`src/rtl/adc_seq_pkg.sv`:
```
package adc_seq_pkg;

  typedef enum logic [1:0] {
    ST_IDLE = 2'd0,
    ST_LOW  = 2'd1,
    ST_HIGH = 2'd2,
    ST_TAIL = 2'd3
  } seq_state_t;

endpackage

```
`src/rtl/eoc_edge_det.sv`:
```
module eoc_edge_det (
  input  logic clk,
  input  logic rst,
  input  logic eoc_n,
  output logic fall
);

  logic eoc_q;

  always_ff @(posedge clk) begin
    if (rst) eoc_q <= 1'b1;
    else     eoc_q <= eoc_n;
  end

  assign fall = eoc_q & ~eoc_n;

endmodule

```
`src/rtl/rd_burst_fsm.sv`:
```
module rd_burst_fsm
  import adc_seq_pkg::*;
#(
  parameter int CHANNELS = 4,
  parameter int RD_LOW   = 2,
  parameter int RD_HIGH  = 2,
  localparam int CHAN_W  = $clog2(CHANNELS),
  localparam int PH_MAX  = (RD_LOW > RD_HIGH) ? RD_LOW : RD_HIGH,
  localparam int PH_W    = $clog2(PH_MAX + 1)
) (
  input  logic              clk,
  input  logic              rst,
  input  logic              start,
  input  logic [CHAN_W-1:0] sel,
  output logic              cs_n,
  output logic              rd_n,
  output logic              take
);

  localparam logic [PH_W-1:0]   LOW_LAST  = PH_W'(RD_LOW - 1);
  localparam logic [PH_W-1:0]   HIGH_LAST = PH_W'(RD_HIGH - 1);
  localparam logic [CHAN_W-1:0] CHAN_LAST = CHAN_W'(CHANNELS - 1);

  seq_state_t        state;
  logic [PH_W-1:0]   cnt;
  logic [CHAN_W-1:0] chan;
  logic [CHAN_W-1:0] sel_q;
  logic              cs_n_q;
  logic              rd_n_q;

  always_ff @(posedge clk) begin
    if (rst) begin
      state  <= ST_IDLE;
      cnt    <= '0;
      chan   <= '0;
      sel_q  <= '0;
      cs_n_q <= 1'b1;
      rd_n_q <= 1'b1;
    end else begin
      case (state)
        ST_IDLE: begin
          if (start) begin
            state  <= ST_LOW;
            cs_n_q <= 1'b0;
            rd_n_q <= 1'b0;
            cnt    <= '0;
            chan   <= '0;
            sel_q  <= sel;
          end
        end
        ST_LOW: begin
          if (cnt == LOW_LAST) begin
            rd_n_q <= 1'b1;
            cnt    <= '0;
            state  <= (chan == CHAN_LAST) ? ST_TAIL : ST_HIGH;
          end else begin
            cnt <= cnt + 1'b1;
          end
        end
        ST_HIGH: begin
          if (cnt == HIGH_LAST) begin
            rd_n_q <= 1'b0;
            cnt    <= '0;
            chan   <= chan + 1'b1;
            state  <= ST_LOW;
          end else begin
            cnt <= cnt + 1'b1;
          end
        end
        ST_TAIL: begin
          cs_n_q <= 1'b1;
          state  <= ST_IDLE;
        end
        default: state <= ST_IDLE;
      endcase
    end
  end

  assign cs_n = cs_n_q;
  assign rd_n = rd_n_q;
  assign take = (state == ST_LOW) && (cnt == LOW_LAST) && (chan == sel_q);


  rd_within_cs_chk: assert property (@(posedge clk) disable iff (rst)
    !rd_n_q |-> !cs_n_q);


  cs_release_chk: assert property (@(posedge clk) disable iff (rst)
    $rose(cs_n_q) |-> (rd_n_q && $past(rd_n_q)));


  cs_with_rd_chk: assert property (@(posedge clk) disable iff (rst)
    $fell(cs_n_q) |-> $fell(rd_n_q));

endmodule

```
`src/rtl/sample_latch.sv`:
```
module sample_latch #(
  parameter int DATA_W = 16,
  parameter int RES_W  = 14
) (
  input  logic              clk,
  input  logic              rst,
  input  logic              take,
  input  logic [DATA_W-1:0] bus_data,
  output logic              latch_stb,
  output logic [DATA_W-1:0] cap_data,
  output logic [DATA_W-1:0] cap_sext,
  output logic              cap_valid,
  output logic              data_valid
);

  localparam int EXT_W = DATA_W - RES_W;

  always_ff @(posedge clk) begin
    if (rst) begin
      latch_stb  <= 1'b0;
      data_valid <= 1'b0;
      cap_valid  <= 1'b0;
      cap_data   <= '0;
    end else begin
      latch_stb  <= take;
      data_valid <= latch_stb;
      if (take) begin
        cap_data  <= bus_data;
        cap_valid <= 1'b1;
      end
    end
  end

  generate
    if (EXT_W > 0) begin : g_ext
      assign cap_sext = {{EXT_W{cap_data[RES_W-1]}}, cap_data[RES_W-1:0]};
    end else begin : g_noext
      assign cap_sext = cap_data;
    end
  endgenerate


  stb_single_chk: assert property (@(posedge clk) disable iff (rst)
    latch_stb |=> !latch_stb);


  dv_follows_stb_chk: assert property (@(posedge clk) disable iff (rst)
    data_valid |-> $past(latch_stb));

endmodule

```
`src/rtl/adc_readback_seq.sv`:
```
module adc_readback_seq #(
  parameter int CHANNELS = 4,
  parameter int DATA_W   = 16,
  parameter int RES_W    = 14,
  parameter int RD_LOW   = 2,
  parameter int RD_HIGH  = 2,
  localparam int SEL_W   = $clog2(CHANNELS)
) (
  input  logic              clk,
  input  logic              rst,
  input  logic              eoc_n,
  input  logic [SEL_W-1:0]  sel,
  input  logic [DATA_W-1:0] bus_data,
  output logic              cs_n,
  output logic              rd_n,
  output logic              latch_stb,
  output logic [DATA_W-1:0] cap_data,
  output logic [DATA_W-1:0] cap_sext,
  output logic              cap_valid,
  output logic              data_valid
);

  logic eoc_fall;
  logic take;

  eoc_edge_det u_edge (
    .clk   (clk),
    .rst   (rst),
    .eoc_n (eoc_n),
    .fall  (eoc_fall)
  );

  rd_burst_fsm #(
    .CHANNELS (CHANNELS),
    .RD_LOW   (RD_LOW),
    .RD_HIGH  (RD_HIGH)
  ) u_fsm (
    .clk   (clk),
    .rst   (rst),
    .start (eoc_fall),
    .sel   (sel),
    .cs_n  (cs_n),
    .rd_n  (rd_n),
    .take  (take)
  );

  sample_latch #(
    .DATA_W (DATA_W),
    .RES_W  (RES_W)
  ) u_latch (
    .clk        (clk),
    .rst        (rst),
    .take       (take),
    .bus_data   (bus_data),
    .latch_stb  (latch_stb),
    .cap_data   (cap_data),
    .cap_sext   (cap_sext),
    .cap_valid  (cap_valid),
    .data_valid (data_valid)
  );


  stb_at_rd_rise_chk: assert property (@(posedge clk) disable iff (rst)
    latch_stb |-> (rd_n && $past(!rd_n)));


  valid_after_stb_chk: assert property (@(posedge clk) disable iff (rst)
    latch_stb |=> cap_valid);

endmodule

```
`config.mk`:
```
export PLATFORM = sky130hd
export DESIGN_NAME = adc_readback_seq
export DESIGN_NICKNAME = d
export VERILOG_FILES = /design/src/rtl/adc_seq_pkg.sv /design/src/rtl/eoc_edge_det.sv /design/src/rtl/rd_burst_fsm.sv /design/src/rtl/sample_latch.sv /design/src/rtl/adc_readback_seq.sv
export SDC_FILE = /design/constraint.sdc
export NUM_CORES = 1
export LEC_CHECK = 0
export CORE_ASPECT_RATIO = 1.75
export CORE_MARGIN = 2
export CORE_UTILIZATION = 39
export CTS_BUF_LIST = sky130_fd_sc_hd__clkbuf_8
export DETAILED_ROUTE_END_ITERATION = 10
export PLACE_DENSITY = 0.81
export SLEW_MARGIN = 20
export SYNTH_ARGS = -nofsm -noshare
export SYNTH_HDL_FRONTEND = slang
export SYNTH_SLANG_ARGS = --single-unit
```
`constraint.sdc`:
```
create_clock -name clk -period 3.16 [get_ports clk]
set_clock_uncertainty 0.2 [all_clocks]
set_input_delay 0.948 -clock clk [delete_from_list [all_inputs] [get_ports clk]]
set_output_delay 0.948 -clock clk [all_outputs]
set_load 0.02 [all_outputs]
```
==> summary.txt <==
Run status
  • Run status: complete, no violations

Floorplan
  • Die Y-Extent: 82.05 um
  • Core Area: 0.003363 mm^2
  • Initial standard-cell utilization of the core: 40.36%
  • Number of I/O pins: 58
  • Num rows: 28
  • Die area: 0.003988 mm^2
  • Die X-Extent: 48.60 um

Final layout
  • Layout Nets: 209
  • Area of the multi-input gates: 591.8 um^2
  • Cell area after layout: 0.001936 mm^2
  • Number of antenna repair diodes: 0
  • Non-filler cells in the finished layout: 227
  • Sequential cell area: 600.6 um^2
  • Filler Cell Count: 294
  • Area Growth Syn to Fin: 42.58%
  • Share of final-layout standard cells stronger than drive strength 1: 8.242%

Timing
  • Worst Tran Pin Value: 0.6166 ns
  • Count of final hold-check violations: 0
  • Upper clock frequency limit: 0.4085 GHz
  • RSZ-0062 raised after global routing: no
  • Period minus WS final: 2.448 ns
  • Portion of the clock cycle consumed by the worst path in the final layout: 77.47%
  • Setup-violating endpoint count in the final report: 0
  • Worst rel slew slack: 58.77%
  • Final Max Slew Viols: 0
  • Worst Slack Setup Final: 0.7119 ns
  • Setup TNS: 0 ns

Place
  • Post-placement cell count: 219
  • Area after DPL: 0.001846 mm^2
  • Count of input and output buffers: 57
  • Pre-CTS setup slack: 0.6255 ns
  • Half-perimeter wire length of the detailed placement result: 2209 um
  • Placer congestion estimate: 0.7612

Yosys
  • Post-synth top area share: 44.24%
  • Share of flip-flops with an asynchronous set or reset after synthesis: 0%
  • Top cells by count, synth: 30 x sky130_fd_sc_hd__dfxtp_1, 26 x sky130_fd_sc_hd__nor2_1, 20 x sky130_fd_sc_hd__mux2i_1
  • Yosys synthesis warning count: 0
  • Cell Area, Synth: 0.001358 mm^2
  • Distinct cells, synth: 29
  • Number of synthesized register bits: 30
  • Leading cell type by number of instances after synthesis: sky130_fd_sc_hd__dfxtp_1
  • Cell accounting for the most synthesized area: sky130_fd_sc_hd__dfxtp_1
  • Proportion of synthesized chip area in sequential cells: 44.24%
  • Largest cells by area after synthesis: sky130_fd_sc_hd__dfxtp_1 44%, sky130_fd_sc_hd__mux2i_1 15%, sky130_fd_sc_hd__buf_4 8.8%
  • Number of instances in the synthesized netlist: 136
  • EDFF count, synth: 0
  • Avg Cell Area, Syn: 9.982 um^2
  • Most instantiated flip-flop cell in the synthesis netlist: sky130_fd_sc_hd__dfxtp_1
  • Post-Synthesis Net Count: 163

Clocking
  • Clock-pin slew on the worst setup and hold paths: 0.06 ns
  • TritonCTS clock tree: built
  • Cts-stage hold buffer count: 0
  • Number of clock sinks: 30
  • Post-CTS Setup Bufs: 0
  • Buffers from clock root to sink, at most: 2
  • Clock network latency to the later pin of the worst-skew pair: 0.28 ns
  • CTS Root Buffer Type: sky130_fd_sc_hd__clkbuf_8
  • Number of H-tree levels: 2
  • CTS Buf Count: 5
  • Count of cells resized by post-cts repair: 0

Global route
  • Global-route usage over all layers: 15.06%
  • Via count of the first global-routing pass: 1038
  • Largest net degree at the start of global routing: 31
  • Residual overflow from global routing: 0
  • Wire length of the first global-routing pass: 4512 um
  • Number of antenna violations at the first check in global routing: 0

Detailed routing
  • DRC viols: 0
  • First DRT Iteration DRCs: 18
  • Number of iterations in the first detailed-routing pass: 4
  • Vias: 1080
  • Final WL: 2937 um
  • Number of routed nets with antenna violations: 0
  • Drt wl/cell: 12.94 um
  • Via-per-instance ratio: 4.758

Pwr
  • Clock share of power: 24.0%
  • Power density normalized to cell area: 614.1 mW/mm^2
  • Peak ir drop on the vdd network: 0.0004249 V
  • Net Switching: 400.2 uW
  • Static power due to leakage: 0.0008593 uW
  • Internal power consumption: 788.5 uW
  • Sequential fraction of design power: 38.7%
  • Comb pwr share: 37.2%
  • Power Total: 1189 uW
  • Switching part of the total power: 33.67%

Worst setup path
  • Slowest cell on the critical path: sky130_fd_sc_hd__clkdlybuf4s50_1
  • Kind of start point of the critical path: flip-flop
  • Family with the most delay on the worst path: buffers and inverters
  • Number of buffers and inverters on the critical path: 1
  • Category of the worst setup path capture point: output port
  • Critical path, cell by cell: clkdlybuf4s50_1
  • Worst endpoint required time: 2.01 ns
  • Delay of the slowest cell on the worst path: 0.63 ns
  • Critical path class: reg -> out
  • CP Data Arrival Time: 1.30 ns
  • Critical path peak fanout: 5

Job
  • Maxcap violations: 0

Min path
  • Type of the most critical hold path: reg -> reg
==> layout make-up <==
class	count	share of cell area [%]
Clock inverter	2	0.5171
Multi-Input combinational cell	82	30.58
Tap cell	45	2.909
Clock buffer	5	3.555
Timing Repair Buffer	60	30.83
Sequential cell	30	31.03
Inverter	3	0.5818
==> final timing paths <==
kind | startpoint | endpoint | slack [ns] | depth (start not counted)
max | u_latch.cap_data[13] | cap_sext[14] | 0.71 | 1
min | u_latch.cap_valid | u_latch.cap_valid | 0.26 | 2
max reg2reg | u_fsm.state[1] | u_latch.cap_data[11] | 1.05 | 6
min reg2reg | u_latch.cap_valid | u_latch.cap_valid | 0.26 | 2
==> layer usage <==
layer | vias up | part of all wire, % | global-route usage [%]
li1 | 526 | - | -
met1 | 503 | 34 | 13.29
met2 | 44 | 56 | 29.18
met3 | 7 | 7.4 | 4.727
met4 | 0 | 2.5 | 9.429
met5 | - | 0 | 0
==> placed cells by master, fill, tap and decap left out <==
cell type	n
sky130_fd_sc_hd__a211o_1	1
sky130_fd_sc_hd__a211oi_1	3
sky130_fd_sc_hd__a21oi_1	4
sky130_fd_sc_hd__a31oi_1	1
sky130_fd_sc_hd__and2_4	1
sky130_fd_sc_hd__and2b_4	1
sky130_fd_sc_hd__buf_4	2
sky130_fd_sc_hd__buf_6	1
sky130_fd_sc_hd__clkbuf_8	5
sky130_fd_sc_hd__clkdlybuf4s50_1	57
sky130_fd_sc_hd__clkinv_2	2
sky130_fd_sc_hd__dfxtp_1	30
sky130_fd_sc_hd__ha_1	6
sky130_fd_sc_hd__inv_1	3
sky130_fd_sc_hd__mux2i_1	20
sky130_fd_sc_hd__nand2_1	2
sky130_fd_sc_hd__nand2b_1	2
sky130_fd_sc_hd__nand2b_4	1
sky130_fd_sc_hd__nand3b_1	2
sky130_fd_sc_hd__nand4_1	1
sky130_fd_sc_hd__nor2_1	26
sky130_fd_sc_hd__nor2b_1	1
sky130_fd_sc_hd__nor3b_1	1
sky130_fd_sc_hd__o21a_1	1
sky130_fd_sc_hd__o21ai_0	1
sky130_fd_sc_hd__o21ai_1	1
sky130_fd_sc_hd__o21bai_1	1
sky130_fd_sc_hd__o2bb2ai_2	1
sky130_fd_sc_hd__or2_2	1
sky130_fd_sc_hd__or4b_1	1
sky130_fd_sc_hd__xnor2_1	2
==> flip-flops by register name, summed over array words and instances (netlist names) <==
register / flops
u_fsm.cs_n: 1
u_latch.latch_stb: 1
u_fsm.chan: 2
u_latch.data_valid: 1
u_fsm.rd_n: 1
u_edge.eoc_q: 1
u_fsm.sel_q: 2
u_fsm.state: 2
u_latch.cap_data: 16
u_fsm.cnt: 2
u_latch.cap_valid: 1
==> metrics by stage <==
| stage | utilization (%) | hold WS [ns] |
|---|---|---|
| final | 57.55 | 0.2646 |
| after floorplan | - | 0.2507 |
| after global placement | 54.87 | 0.2321 |
| after detailed placement | 54.87 | 0.2573 |
| after global routing | 57.55 | 0.2816 |
| after CTS | 57.22 | 0.2742 |
==> cells by family after synthesis <==
kind of cell	share of synthesized area (%)
adders and majority gates	5.530
buffers and inverters	12.17
and+or+nand+nor	14.84
xor gates and xnor gates	1.291
AOI/OAI and AO/OA	7.189
muxes	14.75
DFF	44.24
==> power by group through the flow <==
stage	combinational (uW)	sequential, uW	clock, uW
6_report	443	460	286
2_1_floorplan	283	491	0
4_1_cts	444	461	293
3_5_place_dp	441	468	0
5_1_grt	476	467	306
3_3_place_gp	424	465	0
No activity file was read; power rests on OpenSTA's default activity.
